`src/rtl/wdt_pkg.sv`:
```
package wdt_pkg;
  localparam int DATA_W = 8;
  localparam logic [DATA_W-1:0] CODE_CLEAR   = 8'h4E;
  localparam logic [DATA_W-1:0] CODE_DISABLE = 8'hB1;

  typedef struct packed {
    logic       act;   // 1: reset request on overflow, 0: interrupt request
    logic [1:0] win;   // clear window select
    logic       en;    // enable bit
  } wdt_ctrl_t;

  localparam int CTRL_W = $bits(wdt_ctrl_t);
  localparam wdt_ctrl_t CTRL_RST = '{act: 1'b1, win: 2'b00, en: 1'b1};
endpackage

```
`src/rtl/wdt_ctrl_reg.sv`:
```
module wdt_ctrl_reg
  import wdt_pkg::*;
(
  input  logic              clk,
  input  logic              rst,
  input  logic              we,
  input  logic [CTRL_W-1:0] wdata,
  output wdt_ctrl_t         ctrl_q
);
  always_ff @(posedge clk) begin
    if (rst)     ctrl_q <= CTRL_RST;
    else if (we) ctrl_q <= wdt_ctrl_t'(wdata);
  end
endmodule

```
`src/rtl/wdt_win_chk.sv`:
```
module wdt_win_chk #(
  parameter int CNT_W = 8
) (
  input  logic [CNT_W-1:0] cnt,
  input  logic [1:0]       win,
  output logic             ok
);
  localparam int N_WIN = 4;
  logic [N_WIN-1:0] top_ones;

  assign top_ones[0] = 1'b1;
  // window s accepts a clear when the s leading count bits are all one
  for (genvar s = 1; s < N_WIN; s++) begin : g_win
    assign top_ones[s] = &cnt[CNT_W-1 -: s];
  end

  assign ok = top_ones[win];
endmodule

```
`src/rtl/wdt_core.sv`:
```
module wdt_core #(
  parameter int CNT_W = 8
) (
  input  logic             clk,
  input  logic             rst,
  input  logic             tick,
  input  logic             start,
  input  logic             dis_cmd,
  input  logic             clr_cmd,
  input  logic             clr_ok,
  input  logic             act,
  output logic [CNT_W-1:0] cnt_q,
  output logic             run_q,
  output logic             rst_req_q,
  output logic             irq_req_q
);
  localparam logic [CNT_W-1:0] CNT_MAX = '1;

  logic wrap;
  assign wrap = tick && (cnt_q == CNT_MAX);

  always_ff @(posedge clk) begin
    if (rst) begin
      cnt_q     <= '0;
      run_q     <= 1'b1;
      rst_req_q <= 1'b0;
      irq_req_q <= 1'b0;
    end else begin
      rst_req_q <= 1'b0;
      irq_req_q <= 1'b0;
      if (dis_cmd && run_q) begin
        run_q <= 1'b0;
        cnt_q <= '0;
      end else if (start && !run_q) begin
        run_q <= 1'b1;
      end else if (run_q) begin
        if (clr_cmd && clr_ok) begin
          cnt_q <= '0;
        end else begin
          if (clr_cmd) irq_req_q <= 1'b1;
          if (tick)    cnt_q     <= cnt_q + 1'b1;
          if (wrap) begin
            if (act) rst_req_q <= 1'b1;
            else     irq_req_q <= 1'b1;
          end
        end
      end
    end
  end
endmodule

```
`src/rtl/wdt_window_top.sv`:
```
module wdt_window_top
  import wdt_pkg::*;
#(
  parameter int CNT_W = 8
) (
  input  logic              clk,
  input  logic              rst,
  input  logic              tick,
  input  logic              wr_en,
  input  logic              wr_sel,
  input  logic [DATA_W-1:0] wr_data,
  output logic [CNT_W-1:0]  cnt_o,
  output logic              rst_req_o,
  output logic              irq_req_o
);
  wdt_ctrl_t ctrl;
  logic      ctrl_wr, code_wr, clr_cmd, dis_cmd, start, clr_ok, run_q;

  assign ctrl_wr = wr_en && !wr_sel;
  assign code_wr = wr_en &&  wr_sel;
  assign clr_cmd = code_wr && (wr_data == CODE_CLEAR);
  assign dis_cmd = code_wr && (wr_data == CODE_DISABLE) && !ctrl.en;
  assign start   = ctrl_wr && wr_data[0];

  wdt_ctrl_reg u_ctrl (
    .clk    (clk),
    .rst    (rst),
    .we     (ctrl_wr),
    .wdata  (wr_data[CTRL_W-1:0]),
    .ctrl_q (ctrl)
  );

  wdt_win_chk #(.CNT_W(CNT_W)) u_win (
    .cnt (cnt_o),
    .win (ctrl.win),
    .ok  (clr_ok)
  );

  wdt_core #(.CNT_W(CNT_W)) u_core (
    .clk       (clk),
    .rst       (rst),
    .tick      (tick),
    .start     (start),
    .dis_cmd   (dis_cmd),
    .clr_cmd   (clr_cmd),
    .clr_ok    (clr_ok),
    .act       (ctrl.act),
    .cnt_q     (cnt_o),
    .run_q     (run_q),
    .rst_req_q (rst_req_o),
    .irq_req_q (irq_req_o)
  );
endmodule

```
`config.mk`:
```
export PLATFORM = sky130hd
export DESIGN_NAME = wdt_window_top
export DESIGN_NICKNAME = d
export VERILOG_FILES = /design/src/rtl/wdt_pkg.sv /design/src/rtl/wdt_ctrl_reg.sv /design/src/rtl/wdt_win_chk.sv /design/src/rtl/wdt_core.sv /design/src/rtl/wdt_window_top.sv
export SDC_FILE = /design/constraint.sdc
export NUM_CORES = 1
export LEC_CHECK = 0
export BUFFER_PORTS_ARGS = -buffer_cell sky130_fd_sc_hd__buf_4
export CAP_MARGIN = 20
export CELL_PAD_IN_SITES_DETAIL_PLACEMENT = 1
export CELL_PAD_IN_SITES_GLOBAL_PLACEMENT = 1
export CORE_ASPECT_RATIO = 1.1
export CORE_UTILIZATION = 41
export CTS_BUF_LIST = sky130_fd_sc_hd__clkbuf_4 sky130_fd_sc_hd__clkbuf_8
export DETAILED_ROUTE_END_ITERATION = 6
export PLACE_DENSITY = 0.88
export REMOVE_ABC_BUFFERS = 1
export SLEW_MARGIN = 25
export SYNTH_ARGS = -nofsm -noshare
export SYNTH_HDL_FRONTEND = slang
export SYNTH_SLANG_ARGS = --single-unit
```
`constraint.sdc`:
```
create_clock -name clk -period 3.2 [get_ports clk]
set_input_delay 0.32 -clock clk [delete_from_list [all_inputs] [get_ports clk]]
set_output_delay 0.32 -clock clk [all_outputs]
set_load 0.1 [all_outputs]
```
* Yosys cells after proc, flatten, opt, wreduce, memory -nomap -nowiden
Index checks and enable logic that the tools add are counted.
** Word-level totals
- Register bits after elaboration :: 15
- Latch bits :: 0
- RAM bits :: 0
- Memory bits (read-only) :: 0
- Input port bits :: 13
- Logic and storage cells :: 46
- Memories :: 0
** Operators by class
- Add/sub/neg operators :: 1
- Multipliers :: 0
- Div/mod/pow operators :: 0
- Order comparisons :: 1
- Eq/ne operators :: 3
- Shift operators :: 0
- Mux-type cells :: 10
- Bitwise operators :: 3
- Reductions and logical operators :: 21
** Operators with widths (number)
- $eq 8x8->1 const B :: 2
- $mux 8 :: 2
- $logic_and 1x1->1 :: 10
- $add 8x1->8 const B :: 1
- $eq 8x7->1 const B :: 1
- $mux 1 :: 7
- $reduce_and 3->1 :: 2
- $reduce_or 6->1 :: 1
- $reduce_or 5->1 :: 1
- $reduce_bool 2->1 :: 2
- $logic_not 1->1 :: 3
- $lt 2x3->1 const B :: 1
- $not 1->1 :: 3
- $bmux 1 s2 :: 1
- $reduce_and 2->1 :: 1
- $reduce_or 2->1 :: 1

* Depth between registers and ports, before layout
- Depth after elaboration :: 6
- Mapped depth :: 6
- Gate-level depth less buffers :: 6

* Cells and area by module
A second synthesis with hierarchy kept.
** Unflattened totals
- Cell total of the unflattened synthesis :: 87
- Area total of the unflattened synthesis :: 764.5 µm²
** Modules (own cells, without submodules)
- wdt_core :: instances 1, cells an instance 62, area an instance 530.5 µm²
- wdt_ctrl_reg :: instances 1, cells an instance 12, area an instance 137.6 µm²
- wdt_window_top :: instances 1, cells an instance 9, area an instance 70.1 µm²
- wdt_win_chk :: instances 1, cells an instance 4, area an instance 26.3 µm²

* Worst setup path after synthesis
OpenSTA, ideal clock, no wires.
- Kind :: reg2reg
- From :: register u_core.cnt_q[5]
- To :: register u_core.cnt_q[7]
- Library setup time :: 0.070 ns
- Arrival time :: 2.270 ns
- Data required time :: 3.130 ns
- Setup slack :: 0.861 ns
- Cell stages (with the launch flop) :: 6
- Path buffers :: 0
- Cells stage by stage :: dfxtp_1 nand2b_1 a21boi_0 o31a_1 or4_1 a21oi_1
** On the way
- Word-level cells in the longest chain between the ends :: 6
- Elaborated cells between the ends (all ways) :: 9
- Those cells by class :: add/sub (1); mux (4); reduce/logical (4)
** RTL lines
- from (decl) :: RTL line wdt_core.sv:12 : output logic [CNT_W-1:0] cnt_q,
- from (signal assigned) :: RTL line wdt_core.sv:41 : if (tick) cnt_q <= cnt_q + 1'b1;
- branches (longest 6 deep; another with $add 8x1->8)
Several ways; the timed one is not identified. The select of a mux whose other input is x is not followed.
A chain may end at the register's enable or synchronous reset.

* Worst setup path after layout
- From :: register u_ctrl.ctrl_q[0] (netlist bit)
- To :: register u_core.cnt_q[1]
** On the way
- Word-level cells in the longest chain between the ends :: 4
** RTL lines
- from (decl) :: RTL line wdt_ctrl_reg.sv:8 : output wdt_ctrl_t ctrl_q
- from (signal assigned) :: RTL line wdt_ctrl_reg.sv:12 : else if (we) ctrl_q <= wdt_ctrl_t'(wdata);
- $logic_not 1->1 :: RTL line wdt_window_top.sv:22 : assign dis_cmd = code_wr && (wr_data == CODE_DISABLE) && !ctrl.en;
- $logic_and 1x1->1 :: RTL line wdt_window_top.sv:22
- $logic_and 1x1->1 :: RTL line wdt_core.sv:31 : if (dis_cmd && run_q) begin
- $reduce_or 2->1 (no line)
No other way between the ends.

==> summary.md <==
| Metric | Value |
|---|---|
| Largest stage delay, worst path | `650 ps` |
| Critical path capture point type | `register` |
| Leakage power | `0.440 nW` |
| Via count of the first global-routing pass | `783` |
| Setup slack of the worst register-to-register path | `between 1000 and 1500 ps` |
| Worst VDD drop | `0.000318 V` |
| Post-CTS sizing | `0` |
| Synthesized area | `807 um2` |
| Detailed-route DRC error count | `0` |
| Post-synthesis sequential element count | `15` |
| Topmost layer with routed signal wires | `met4` |
| Clock network latency to the later pin of the worst-skew pair | `290 ps` |
| TritonCTS buffer count | `3` |
| Final setup violation count | `0` |
| Cell-by-cell listing of the critical path | `or4b_2 -> nor4_1 -> nor2_1 -> and3_1 -> a32o_1` |
| Detailed placement HPWL | `1640 um` |
| Detailed-router iteration count before antenna repair | `4` |
| Post-synthesis average cell area | `8.87 um2` |
| Total number of clock tree sinks | `15` |
| DIE WIDTH | `44.3 um` |
| Final Skew | `8.97 ps` |
| Number of placement rows | `16` |
| Worst setup path class | `reg2reg` |
| Routed wire per std cell | `14.6 um` |
| Starting utilization of the core area | `44.3%` |
| Result of the run | `finished, final reports clean` |
| Detailed Route WL | `a little over 2000 um` |
| Final weighted congestion in routability-driven placement | `0.809` |
| Total die area | `between 0.002 and 0.0025 mm2` |
| Pre-CTS setup slack | `894 ps` |
| Largest area contributor in the netlist | `dfxtp_1` |
| Slowest stage cell, crit path | `or4b_2` |
| Core region area | `0.00182 mm2` |
| Pin count of the biggest net entering global routing | `13` |
| Fraction of layout instances using a drive strength above 1 | `28.7%` |
| Number of antenna diodes | `0` |
| Post-route setup slack | `1180 ps` |
| Hold buffer count at cts | `0` |
| Antenna violations before repair | `0` |
| CTS tree | `done` |
| Dominant register cell in the synthesized netlist | `dfxtp_1` |
| Floorplan die height | `48.5 um` |
| Number of DRC violations after detailed-routing iteration 0 | `10` |
| Routed wire length on met3 | `60 um` |
| Number of different library cells in the post-synthesis netlist | `36` |
| Count of yosys warnings during synthesis | `0` |
| Number of buffers on the longest clock path | `2` |
| Share of synthesized registers carrying an async set or reset | `0%` |
| Power per unit of standard cell area | `~370 mW/mm2` |
| I/O Buffers | `22` |
| Register area share after synthesis | `37.2%` |
| Nature of the critical path startpoint | `register` |
| Vias after detailed routing | `800` |
| Routed via count divided by cell count | `5.63` |
| Portion of the clock cycle consumed by the worst path in the final layout | `63.2%` |
| Kind of path behind the tightest hold check | `in2reg` |
| Slew Viols, Final | `0` |
| DR WL met2 | `1090 um` |
| Utilization after layout | `56.5%` |
| Overall routing resource usage | `22.1%` |
| Wire length of the first global-routing pass | `3480 um` |
| Timing-limited maximum frequency | `0.495 GHz` |
| Post-CTS Repair Setup Buffers | `0` |
| Required time reported for the critical path endpoint | `between 3000 and 4000 ps` |
| Data arrival time of the critical path | `2200 ps` |
| Net count of the finished layout | `130` |
| CTS root buffer | `clkbuf_4` |
| Transition at the pin with the smallest max-transition slack | `667 ps` |
| Min cycle time layout | `2020 ps` |
| Number of ports placed on the die boundary | `23` |
| Clock transition at the registers of the reported paths | `90 ps` |
| Max-slew headroom at the worst pin | `55.2%` |
| Setup repair after global routing missed its margin | `false` |
| Summed negative setup slack over all endpoints | `0 ps` |
| Count of mapped cells out of synthesis | `91` |
| Largest cells by area after synthesis | `dfxtp_1 (37%), a32o_1 (5.0%), mux2i_1 (5.0%), and3_1 (3.1%), nand2b_1 (3.1%)` |
| Maximum Capacitance Violations | `0` |
| Filler Cell Count | `between 200 and 250` |
| Detailed-route wire length on metal 1 | `881 um` |
| Number of nets still failing antenna checks after routing | `0` |
| Layout-stage area growth over the synthesis result | `27.4%` |
| Final Hold Vio Count | `0` |
| Maximum fanout encountered on the critical timing path | `6` |
| GR Overflow Total | `0` |
| Count of flip-flops with a built-in enable after synthesis | `0` |
| H-tree depth | `1` |
| Top-area cell type share of the netlist area | `37.2%` |
registers in the layout, indices dropped and copies added, names as in the netlist:
name and flops:
u_core.cnt_q 8, u_ctrl.ctrl_q 4, u_core.irq_req_q 1, u_core.rst_req_q 1, u_core.run_q 1
synthesized netlist by cell type, types with 2 or more instances:
cell / count
mux2i_1: 4
nor4_1: 3
a21oi_1: 4
o31ai_1: 3
nand4_1: 2
a21boi_0: 2
a21o_1: 2
or4_1: 2
o21ai_0: 5
inv_1: 3
nand2b_1: 4
nor2_1: 3
and3_1: 4
a32o_1: 4
clkbuf_1: 2
or2_2: 3
nand2_1: 6
nor3b_1: 3
dfxtp_1: 15
worst max-delay path: cells and delay by family, from the launching register on:
kind	cells	cell delay [ps]
compound gates	1	200
simple gates	4	1390
flops	1	320
where the power goes:
| part | switching [mW] | leakage [nW] | internal (mW) |
|---|---|---|---|
| registers | 0.00434 | 0.122 | 0.191 |
| clock network | 0.0621 | 0.0184 | 0.0570 |
| logic | 0.0377 | 0.300 | 0.0249 |
| total | 0.104 | 0.440 | 0.273 |
placed cells by master (no fill, tap or decap), types with 2 or more instances in the layout:
master and instances:
a21oi_1 4, o31ai_1 3, o21ai_0 5, nor4_1 3, a21o_1 2, nand4_1 2
dfxtp_1 15, inv_1 3, or2_2 3, a32o_1 4, a21boi_0 2, buf_4 22
nand2b_1 4, or4_1 2, clkbuf_4 4, nand2_1 6, nor2_1 3, nor3b_1 3
and3_1 4, mux2i_1 4
worst paths after layout:
| path | from | endpoint | cells past startpoint |
|---|---|---|---|
| max reg2reg | u_ctrl.ctrl_q[0] | u_core.cnt_q[1] | 5 |
| max | u_ctrl.ctrl_q[0] | u_core.cnt_q[1] | 5 |
| min | rst | u_ctrl.ctrl_q[2] | 2 |
| min reg2reg | u_ctrl.ctrl_q[0] | u_ctrl.ctrl_q[0] | 2 |
final cells by class:
class / instances / area (um2) / area share (%)
sequential: 15 / 300 / 29.2
tap: 27 / 33.8 / 3.28
inverter: 3 / 11.3 / 1.09
timing repair buffer: 22 / 165 / 16.1
clock buffer: 4 / 30.0 / 2.92
multi-input combinational: 71 / 488 / 47.4
cell families after synthesis:
family                   count (synthesis)  share of synthesized area [%]
AO/OA/AOI/OAI                           23                           19.5
adder cells (fa/ha/maj)                  1                           1.55
buffers and inverters                    5                           2.33
flip-flops                              15                           37.2
multiplexers                             4                           4.96
AND/OR/NAND/NOR                         43                           34.4
stage by stage:
| stage | std cells | power, mW | hold WS, ps | area, um2 |
|---|---|---|---|---|
| after floorplan | 89 | 0.237 | 392 | 800 |
| after global placement | 138 | 0.261 | 461 | 998 |
| after detailed placement | 138 | 0.263 | 470 | 998 |
| after CTS | 142 | 0.380 | 217 | 1030 |
| after global routing | 142 | 0.392 | 217 | 1030 |
| final | 142 | 0.377 | 220 | 1030 |
metal layers:
layer  GRT usage, %  up-vias
met5              0        -
met4           7.58        0
met3           3.36        5
met2           40.0       22
met1           25.2      377
li1               -      396
(Power assumes the default switching activity.)
